--- src/rtl/burst_addr_pkg.sv ---
package burst_addr_pkg;
  typedef enum logic [1:0] {
    OP_HOLD    = 2'd0,
    OP_STEP    = 2'd1,
    OP_LOAD    = 2'd2,
    OP_RESTART = 2'd3
  } addr_op_e;
endpackage

--- src/rtl/burst_ctl_decode.sv ---
module burst_ctl_decode
  import burst_addr_pkg::*;
(
  input  logic     load_n,
  input  logic     cnt_en_n,
  input  logic     repeat_n,
  input  logic     rpt_valid,
  output addr_op_e op
);
  // restart > load > step > hold
  always_comb begin
    if (!repeat_n) begin
      op = rpt_valid ? OP_RESTART : OP_HOLD;
    end else if (!load_n) begin
      op = OP_LOAD;
    end else if (!cnt_en_n) begin
      op = OP_STEP;
    end else begin
      op = OP_HOLD;
    end
  end
endmodule

--- src/rtl/burst_rpt_reg.sv ---
module burst_rpt_reg #(
  parameter int ADDR_W = 5
) (
  input  logic              clk,
  input  logic              rst,
  input  logic              capture,
  input  logic [ADDR_W-1:0] din,
  output logic [ADDR_W-1:0] dout,
  output logic              valid
);
  logic [ADDR_W-1:0] store_q;
  logic              valid_q;

  // Stored address carries no reset; only the valid flag does.
  always_ff @(posedge clk) begin
    if (capture) begin
      store_q <= din;
    end
  end

  always_ff @(posedge clk) begin
    if (rst) begin
      valid_q <= 1'b0;
    end else if (capture) begin
      valid_q <= 1'b1;
    end
  end

  assign dout  = store_q;
  assign valid = valid_q;
endmodule

--- src/rtl/burst_next_addr.sv ---
module burst_next_addr #(
  parameter int BANK_W = 2,
  parameter int WORD_W = 3
) (
  input  logic [BANK_W+WORD_W-1:0] cur,
  output logic [BANK_W+WORD_W-1:0] nxt
);
  localparam int ADDR_W = BANK_W + WORD_W;

  logic [WORD_W-1:0] word_cur;
  logic [WORD_W-1:0] word_nxt;
  logic              word_carry;

  assign word_cur   = cur[WORD_W-1:0];
  assign word_nxt   = word_cur + WORD_W'(1);
  assign word_carry = &word_cur;

  generate
    if (BANK_W == 0) begin : g_flat
      assign nxt = ADDR_W'(word_nxt);
    end else begin : g_banked
      logic [BANK_W-1:0] bank_cur;
      logic [BANK_W-1:0] bank_nxt;
      assign bank_cur = cur[ADDR_W-1:WORD_W];
      assign bank_nxt = bank_cur + BANK_W'(word_carry);
      assign nxt      = {bank_nxt, word_nxt};
    end
  endgenerate
endmodule

--- src/rtl/burst_addr_gen.sv ---
module burst_addr_gen
  import burst_addr_pkg::*;
#(
  parameter int BANK_W = 2,
  parameter int WORD_W = 3,
  localparam int ADDR_W = BANK_W + WORD_W
) (
  input  logic              clk,
  input  logic              rst,
  input  logic [ADDR_W-1:0] ext_addr,
  input  logic              load_n,
  input  logic              cnt_en_n,
  input  logic              repeat_n,
  output logic [ADDR_W-1:0] addr
);
  addr_op_e          op;
  logic              rpt_valid;
  logic [ADDR_W-1:0] rpt_addr;
  logic [ADDR_W-1:0] step_addr;
  logic [ADDR_W-1:0] addr_q;

  burst_ctl_decode u_decode (
    .load_n    (load_n),
    .cnt_en_n  (cnt_en_n),
    .repeat_n  (repeat_n),
    .rpt_valid (rpt_valid),
    .op        (op)
  );

  burst_rpt_reg #(.ADDR_W(ADDR_W)) u_rpt (
    .clk     (clk),
    .rst     (rst),
    .capture (!load_n),
    .din     (ext_addr),
    .dout    (rpt_addr),
    .valid   (rpt_valid)
  );

  burst_next_addr #(.BANK_W(BANK_W), .WORD_W(WORD_W)) u_next (
    .cur (addr_q),
    .nxt (step_addr)
  );

  always_ff @(posedge clk) begin
    if (rst) begin
      addr_q <= '0;
    end else begin
      unique case (op)
        OP_RESTART: addr_q <= rpt_addr;
        OP_LOAD:    addr_q <= ext_addr;
        OP_STEP:    addr_q <= step_addr;
        default:    addr_q <= addr_q;
      endcase
    end
  end

  assign addr = addr_q;
endmodule

--- config.mk ---
export PLATFORM = sky130hd
export DESIGN_NAME = burst_addr_gen
export DESIGN_NICKNAME = d
export VERILOG_FILES = /design/src/rtl/burst_addr_pkg.sv /design/src/rtl/burst_ctl_decode.sv /design/src/rtl/burst_rpt_reg.sv /design/src/rtl/burst_next_addr.sv /design/src/rtl/burst_addr_gen.sv
export SDC_FILE = /design/constraint.sdc
export NUM_CORES = 1
export LEC_CHECK = 0
export ABC_AREA = 1
export BUFFER_PORTS_ARGS = -buffer_cell sky130_fd_sc_hd__buf_2
export CAP_MARGIN = 20
export CORE_AREA = 2 2 39 41
export DETAILED_ROUTE_END_ITERATION = 6
export DIE_AREA = 0 0 41 43
export PLACE_DENSITY = 0.66
export SYNTH_ARGS = -nofsm -noshare
export SYNTH_HDL_FRONTEND = slang
export SYNTH_SLANG_ARGS = --single-unit
--- constraint.sdc ---
create_clock -name clk -period 2.3 [get_ports clk]
set_clock_uncertainty 0.15 [all_clocks]
set_input_delay 0.23 -clock clk [delete_from_list [all_inputs] [get_ports clk]]
set_output_delay 0.23 -clock clk [all_outputs]
set_load 0.02 [all_outputs]
==> impl_metrics.yaml, run 1 <==
drt:
  drt_first_pass_iters: 4
  drtIter0Drc: 6
  routed_wl_um: 1028
  post-route-drc-count: 0
  viasPerCell: 4.495
  drtAntennaViolNets: 0
  vias: 472
  wire_per_inst_um: 9.790
critical_path:
  rrSetupSlack_ns: 0.61
  arrival_ns: 1.70
  r2r_end: "addr[1]"
  worst_r2r_startpoint: "u_rpt.valid"
  reg2reg_depth: 7
  cp_data_required_time_ns: 2.31
  path_class: "register to register"
  end_kind: "register"
  cp-start-kind: "register"
  crit_fanout: 10
timing:
  setup_ws_ns: 0.6101
  grt_setup_unrepaired: "no"
  drv_slew: 0
  fmax_mhz: 591.7
  setup_tns_ns: 0
  maxSlewHeadroom_pct: 77.27
  whs_ns: 0.1949
  setup_violations: 0
  fin_crit_ns: 1.690
  hold_viol: 0
  finalCritPeriodShare_pct: 73.47
  tightest_slew_ns: 0.3374
min_path:
  min_to: "u_rpt.dout[3]"
  holdPathStages: 2
  hp-start: "load_n"
  hp-class: "input port to register"
power_and_ir_drop:
  static-leakage-power_nw: 0.3560
  powerDensity_mw_per_mm2: 660.1
  seqPwrFrac_pct: 48.4
  ir_drop_mv: 0.3339
  power_switching_share_pct: 29.83
  p_switching_mw: 0.1453
  combinationalPowerShare_pct: 23.7
  clockPowerShare_pct: 27.8
  internal_power_mw: 0.3419
logic_synthesis:
  yosys.cell_types.count: 11
  synthCells: 65
  seq_area_frac_synth_pct: 47.79
  yosysTopAreaCellShare_pct: 26.55
  syn_area_sq_um: 565.5
  ys_ff_latch: 11
  synth_top_cells_by_area: "edfxtp_1 (27%), dfxtp_1 (21%), ha_1 (13%)"
  yosysWarnings: 0
  synth_area_leader_cell: "edfxtp_1"
  synthesis.nets: 81
  avgSynthCellArea_sq_um: 8.701
place:
  dpl.hpwl_um: 735.8
  place.gp.congestion: 0.7339
  dpl_worst_slack_ns: 0.6294
  numPortBuffers: 14
floorplanning:
  core_sq_mm: 0.001384
  io-pin-count: 15
  dieWidth_um: 41
  rows: 14
  start_util_pct: 40.87
  fp.dieArea_sq_mm: 0.001763
  die_h_um: 43
final_layout:
  fin_util_pct: 53.35
  nFillCells: 133
  seq_area_sq_um: 270.3
  n_antenna_cell: 0
  multi_input_area_sq_um: 244.0
  drive_above_1_share_pct: 19.10
  syn2layout_area_growth_pct: 30.53
  nets: 106
  final_cell_mix: "nand2_1 (14), buf_2 (14), inv_1 (10), a21oi_1 (7), dlygate4sd3_1 (7)"
clock_tree:
  htreeDepth: 1
  cts_buffer_depth: 2
  insertion_delay_ns: 0.27
  cts_root_buffer: "clkbuf_4"
  cts_tree: "done"
  cts.sinks: 11
  cts_buffers: 3
  post_cts_buffers: 0
  clk_pin_slew_worst_paths_ns: 0.07
run_status:
  run_status: "finished clean"
global_route:
  grt_pass1_vias: 468
  grt_max_degree: 11
  antenna_found_initial: 0
  overflow: 0
  grt_util_all_layers_pct: 16.46
  grt_pass1_wl_um: 1849
run:
  maxCapViolations: 0
timing repair:
action / 4_1_cts / 5_1_grt
setup endpoints to repair: 0 / 0
resized for setup: 0 / 0
hold buffers: 7 / 0
endpoints found under the hold margin: 6 / 0
per-layer routing:
metal / part of all wire (%) / vias up / global-route usage [%]
li1: - / 266 / -
met1: 47 / 187 / 21.07
met2: 45 / 15 / 21.56
met3: 5.0 / 4 / 4.712
met4: 3.2 / 0 / 14.00
met5: 0 / - / 0
power by group through the flow:
stage | clock (mW) | sequential [mW] | combinational [mW]
after global routing | 0.148 | 0.239 | 0.136
after floorplan | 0 | 0.254 | 0.0651
after global placement | 0 | 0.241 | 0.104
final | 0.136 | 0.236 | 0.116
after CTS | 0.141 | 0.236 | 0.116
after detailed placement | 0 | 0.241 | 0.106
logic make-up after synthesis:
group / share of synthesized area (%)
compound gates: 16.15
fa+ha+maj: 13.27
buf+inv: 9.071
flops: 47.79
simple gates: 13.72
metrics by stage:
stage	instance area (sq um)	total power, mW	instances
floorplan	565.5	0.3194	65
global placement	641.9	0.3451	94
detailed placement	641.9	0.3469	94
CTS	738.2	0.4931	105
global route	738.2	0.5226	105
finish	738.2	0.4873	105
registers in the layout, indices dropped and copies added, names as in the netlist:
| name | flops |
|---|---|
| addr | 5 |
| u_rpt.valid | 1 |
| u_rpt.dout | 5 |
synthesized netlist by cell type:
| cell type | number |
|---|---|
| o21ai_1 | 4 |
| ha_1 | 6 |
| nand3_1 | 5 |
| edfxtp_1 | 5 |
| a21oi_1 | 7 |
| inv_1 | 10 |
| clkbuf_8 | 1 |
| o22ai_1 | 1 |
| dfxtp_1 | 6 |
| nand2_1 | 14 |
| o21ai_0 | 6 |
worst max-delay path by stage:
stage	start	endpoint	slack [ns]	cells after the start
final	u_rpt.valid	addr[1]	0.61	7
after global routing	u_rpt.valid	addr[2]	0.45	7
after CTS	u_rpt.valid	addr[2]	0.63	7
after detailed placement	repeat_n	addr[1]	0.63	8
after global placement	u_rpt.valid	addr[1]	0.69	7
after floorplan	addr[0]	addr[3]	0.77	7
final cells by class:
class,count,area share [%]
Tap cell,16,2.712
Timing Repair Buffer,21,18.98
Multi-Input combinational cell,43,33.05
Clock buffer,4,3.559
Inverter,10,5.085
Sequential cell,11,36.61
critical path, cell delays in order (launching register included):
cell	delay [ns]
dfxtp_1	0.33
inv_1	0.05
o22ai_1	0.21
inv_1	0.10
ha_1	0.46
nand3_1	0.11
o21ai_1	0.10
a21oi_1	0.08
(Power assumes the default switching activity.)
==> run 2: changes to the inputs <==
==> constraint.sdc (replaced) <==
create_clock -name clk -period 1.6 [get_ports clk]
set_clock_uncertainty 0.15 [all_clocks]
set_input_delay 0.16 -clock clk [delete_from_list [all_inputs] [get_ports clk]]
set_output_delay 0.16 -clock clk [all_outputs]
set_load 0.02 [all_outputs]
==> run 2 against run 1 <==
Compared with the run above: critical path depth is the same; fmax grew 14%; worst setup slack lost 0.50 ns; final cell count is the same; design area grew 5.8%; global-route usage grew 0.64 points; via count grew 5.9%; flip-flop and latch count is the same; power grew 48%; hold slack lost 0.080 ns; highest routed layer unchanged.
==> impl_metrics.yaml, run 2 (synthesis gave the netlist of run 1 again) <==
power_and_ir_drop:
  ir_drop_mv: 0.5457
  static-leakage-power_nw: 0.3540
  power_switching_share_pct: 30.18
  p_switching_mw: 0.2178
  powerDensity_mw_per_mm2: 924.3
  p_total_mw: 0.7217
  seqPwrFrac_pct: 47.6
  internal_power_mw: 0.5039
  combinationalPowerShare_pct: 25.5
  clockPowerShare_pct: 26.9
drt:
  wire_per_inst_um: 10.67
  drtIter0Drc: 6
  drtAntennaViolNets: 0
  drt_first_pass_iters: 4
  post-route-drc-count: 0
  vias: 500
  viasPerCell: 4.762
  routed_wl_um: 1120
timing:
  finalCritPeriodShare_pct: 93.02
  drv_slew: 0
  tightest_slew_ns: 0.2289
  maxSlewHeadroom_pct: 84.74
  hold_viol: 0
  setup_violations: 0
  fin_crit_ns: 1.488
  fmax_mhz: 671.9
  grt_setup_unrepaired: "no"
critical_path:
  rrSetupSlack_ns: 0.11
  r2r_end: "addr[1]"
  worst_r2r_startpoint: "u_rpt.valid"
  end_kind: "register"
  arrival_ns: 1.50
  reg2reg_depth: 7
  cp_data_required_time_ns: 1.61
  path_class: "register to register"
  cp-start-kind: "register"
  crit_fanout: 10
final_layout:
  syn2layout_area_growth_pct: 38.05
  design_area_sq_um: 780.7
  nets: 106
  multi_input_area_sq_um: 284.0
  finalNonFillerCells: 105
  drive_above_1_share_pct: 29.21
  nFillCells: 132
  final_cell_mix: "nand2_1 (14), buf_2 (14), inv_1 (9), a21oi_1 (7), dlygate4sd3_1 (7)"
  fin_util_pct: 56.42
  seq_area_sq_um: 272.8
  n_antenna_cell: 0
global_route:
  met1_usage_pct: 22.11
  grt_util_all_layers_pct: 17.11
  grt.met3_usage_pct: 3.141
  grt_pass1_wl_um: 1987
  use_met2_pct: 24.38
  grt_pass1_vias: 489
  overflow: 0
  antenna_found_initial: 0
  grt_max_degree: 11
  grt.busiest_layer: "met2"
clock_tree:
  cts_root_buffer: "clkbuf_4"
  htreeDepth: 1
  insertion_delay_ns: 0.27
  cts.sinks: 11
  cts_tree: "done"
  cts_buffer_depth: 2
  clk_pin_slew_worst_paths_ns: 0.07
  post_cts_buffers: 0
  cts_buffers: 3
min_path:
  holdPathStages: 2
  hp-class: "input port to register"
  hp-start: "load_n"
  min_to: "u_rpt.dout[1]"
floorplanning:
  dieWidth_um: 41
  io-pin-count: 15
  rows: 14
  core_sq_mm: 0.001384
  fp.dieArea_sq_mm: 0.001763
  start_util_pct: 40.87
  die_h_um: 43
place:
  dpl.hpwl_um: 799.5
  placed_area_sq_um: 641.9
  numPortBuffers: 14
  dp_cells: 94
  place.gp.congestion: 0.7217
run_status:
  run_status: "finished clean"
run:
  maxCapViolations: 0
## run 2: changes by cell type in the layout (fill, tap and decap cells not counted)
cell	previous run	this run
dfxtp_1	6	4
o21ai_0	6	5
dfxtp_2	0	2
inv_1	10	9
ha_2	0	2
o22ai_1	1	0
o21ai_2	0	1
ha_4	0	2
ha_1	6	2
inv_2	0	1
o22ai_2	0	1
## run 2: metrics by stage
stage	hold slack [ns]	setup slack (ns)	setup TNS [ns]
2_1_floorplan	0.07907	0.07136	0
3_3_place_gp	0.2008	0.009515	0
3_5_place_dp	0.1919	-0.06709	-0.2598
4_1_cts	0.1156	0.02109	0
5_1_grt	0.1482	0.008907	0
6_report	0.1152	0.1117	0
## run 2: routing by layer
metal,routed length (um),part of all wire [%],vias up
li1,-,-,266
met1,502,45,216
met2,538,48,13
met3,42,3.8,5
met4,38,3.4,0
met5,0,0,-
## run 2: final cells by class
type	instances	share of cell area (%)
clock buffer	4	3.365
multi-input combinational	43	36.38
timing repair buffer	21	17.95
inverter	10	4.808
tap	16	2.564
sequential	11	34.94
## run 2: repair_timing
action,in CTS,in global routing
endpoints found under the setup margin,5,5
endpoints found under the hold margin,6,0
pin swaps,0,3
resized for setup,4,7
hold buffers,7,0
## run 2: how the worst max path moves through the flow
stage,startpoint,end
2_1_floorplan,addr[0],addr[3]
3_3_place_gp,u_rpt.valid,addr[1]
3_5_place_dp,u_rpt.valid,addr[1]
4_1_cts,u_rpt.valid,addr[1]
5_1_grt,u_rpt.valid,addr[4]
6_report,u_rpt.valid,addr[1]
## run 2: power by group through the flow
| stage | clock (mW) | combinational, mW | sequential (mW) |
|---|---|---|---|
| 6_report | 0.194 | 0.184 | 0.343 |
| 4_1_cts | 0.198 | 0.180 | 0.341 |
| 3_5_place_dp | 0 | 0.154 | 0.347 |
| 2_1_floorplan | 0 | 0.0936 | 0.366 |
| 3_3_place_gp | 0 | 0.151 | 0.346 |
| 5_1_grt | 0.213 | 0.212 | 0.347 |
## run 2: worst max-delay path: stages, from the launching register on
cell     delay [ns]
dfxtp_2        0.34
inv_1          0.06
o22ai_2        0.18
inv_2          0.08
ha_4           0.32
nand3_1        0.08
o21ai_1        0.09
a21oi_1        0.08
==> run 3: changes to the inputs <==
--- a/config.mk
+++ b/config.mk
@@ -8,10 +8,13 @@
 export ABC_AREA = 1
 export BUFFER_PORTS_ARGS = -buffer_cell sky130_fd_sc_hd__buf_2
 export CAP_MARGIN = 20
-export CORE_AREA = 2 2 39 41
+export CELL_PAD_IN_SITES_DETAIL_PLACEMENT = 1
+export CELL_PAD_IN_SITES_GLOBAL_PLACEMENT = 2
+export CORE_ASPECT_RATIO = 1.1
+export CORE_MARGIN = 2
+export CORE_UTILIZATION = 28
 export DETAILED_ROUTE_END_ITERATION = 6
-export DIE_AREA = 0 0 41 43
-export PLACE_DENSITY = 0.66
+export PLACE_DENSITY = 0.73
 export SYNTH_ARGS = -nofsm -noshare
 export SYNTH_HDL_FRONTEND = slang
 export SYNTH_SLANG_ARGS = --single-unit
==> run 3 against run 2 <==
Compared with the run above: routed wire length up 15%; fmax fell by 3.9%; flip-flop and latch count stayed put; design area is 5.3% higher; global-route usage shrank 4.3 points; final cell count up 14%; die area rose by 36%; critical path depth unchanged; critical path type unchanged; critical endpoint unchanged; largest cell class unchanged; highest routed layer unchanged.
==> impl_metrics.yaml, run 3 (synthesis gave the netlist of run 1 again) <==
min_path:
  hp-class: "input port to register"
  hp-start: "load_n"
  holdPathStages: 2
  min_to: "u_rpt.dout[4]"
drt:
  vias: 529
  viasPerCell: 4.408
  drtAntennaViolNets: 0
  wire_per_inst_um: 10.78
  drtIter0Drc: 4
  post-route-drc-count: 0
  routed_wl_um: 1293
  drt_first_pass_iters: 3
critical_path:
  arrival_ns: 1.55
  worst_r2r_startpoint: "u_rpt.valid"
  rrSetupSlack_ns: 0.05
  reg2reg_depth: 7
  cp_top_family: "compound AO/OA/AOI/OAI gates"
  r2r_end: "addr[1]"
  end_kind: "register"
  cp_data_required_time_ns: 1.60
  cp_slowest_stage_delay_ns: 0.34
  path_class: "register to register"
  crit_fanout: 6
  cp-start-kind: "register"
  crit_buf_inv: 3
  cpMaxStageDelayCell: "dfxtp_2"
  path_cells: "inv_1 > o22ai_2 > inv_2 > ha_4 > clkbuf_4 > o21ai_1 > a21oi_1"
final_layout:
  multi_input_area_sq_um: 287.8
  n_antenna_cell: 0
  nFillCells: 250
  drive_above_1_share_pct: 34.78
  syn2layout_area_growth_pct: 45.35
  nets: 109
  final_cell_mix: "nand2_1 (14), buf_2 (14), inv_1 (9), a21oi_1 (7), dlygate4sd3_1 (7)"
  seq_area_sq_um: 272.8
power_and_ir_drop:
  power_switching_share_pct: 30.66
  internal_power_mw: 0.5169
  p_switching_mw: 0.2286
  static-leakage-power_nw: 0.3782
  powerDensity_mw_per_mm2: 906.9
  ir_drop_mv: 0.4353
  clockPowerShare_pct: 25.8
  seqPwrFrac_pct: 46.0
  combinationalPowerShare_pct: 28.2
floorplanning:
  fp.dieArea_sq_mm: 0.002396
  dieWidth_um: 46.85
  io-pin-count: 15
  rows: 17
  start_util_pct: 28.90
  die_h_um: 51.14
  core_sq_mm: 0.001957
global_route:
  grt_pass1_wl_um: 2111
  antenna_found_initial: 0
  overflow: 0
  grt_pass1_vias: 502
  grt_util_all_layers_pct: 12.79
  grt_max_degree: 11
clock_tree:
  cts_buffer_depth: 2
  cts_root_buffer: "clkbuf_4"
  clk_pin_slew_worst_paths_ns: 0.07
  htreeDepth: 1
  cts_buffers: 3
  cts_tree: "done"
  cts.sinks: 11
  insertion_delay_ns: 0.26
timing:
  fmax_mhz: 645.4
  tightest_slew_ns: 0.2529
  maxSlewHeadroom_pct: 83.14
  hold_viol: 0
  setup_tns_ns: 0
  setup_violations: 0
  grt_setup_unrepaired: "yes"
  fin_crit_ns: 1.549
  setup_ws_ns: 0.05064
  finalCritPeriodShare_pct: 96.83
  drv_slew: 0
place:
  numPortBuffers: 14
  dpl_worst_slack_ns: -0.05700
  place.gp.congestion: 0.7012
  dpl.hpwl_um: 929.7
run_status:
  run_status: "finished clean"
run:
  maxCapViolations: 0
run 3: cell count changes in the layout (fill, tap and decap cells not counted), sizes merged:
cell,previous run,this run
buf,14,16
clkbuf,4,5
run 3: per-layer routing:
metal  global-route usage [%]  vias up  part of all wire [%]
li1                         -      271                     -
met1                    15.90      246                    45
met2                    18.95       10                    51
met3                    5.300        2                   3.5
met4                    5.556        0                  0.93
met5                        0        -                     0
run 3: area by class of cell:
type	count	share of cell area, %
Inverter	10	4.566
Clock buffer	4	3.196
Timing Repair Buffer	24	19.79
Multi-Input combinational cell	43	35.01
Sequential cell	11	33.18
Tap cell	28	4.262
run 3: timing repair:
action | CTS | global route
pin swaps | 0 | 3
hold endpoints to repair | 6 | 0
hold buffers | 7 | 0
setup endpoints to repair | 5 | 5
buffers inserted | 0 | 2
cloned | 0 | 0
gates resized for setup | 3 | 13
run 3: through the flow:
| step | std cells | util, % | total power, mW | cell area (sq um) | hold WS (ns) |
|---|---|---|---|---|---|
| floorplan | 65 | - | 0.4592 | 565.5 | 0.07907 |
| global placement | 107 | 33.95 | 0.5046 | 664.4 | 0.2014 |
| detailed placement | 107 | 33.95 | 0.5080 | 664.4 | 0.2004 |
| CTS | 118 | 39.51 | 0.7230 | 773.2 | 0.1376 |
| global route | 120 | 42.01 | 0.8133 | 822.0 | 0.1272 |
| finish | 120 | 42.01 | 0.7455 | 822.0 | 0.1353 |
run 3: worst max path at each step:
stage	slack, ns	to	start	depth (start not counted)
finish	0.05	addr[1]	u_rpt.valid	7
global route	-0.04	addr[0]	u_rpt.valid	7
floorplan	0.07	addr[3]	addr[0]	7
CTS	0.03	addr[2]	u_rpt.valid	8
global placement	-0.01	addr[0]	u_rpt.valid	7
detailed placement	-0.06	addr[3]	u_rpt.valid	7
run 3: power by group through the flow:
stage                     clock [mW]  combinational (mW)  sequential [mW]
after floorplan                    0              0.0936            0.366
after global placement             0               0.158            0.346
after detailed placement           0               0.161            0.347
after CTS                      0.198               0.184            0.341
after global routing           0.225               0.242            0.346
final                          0.192               0.210            0.343
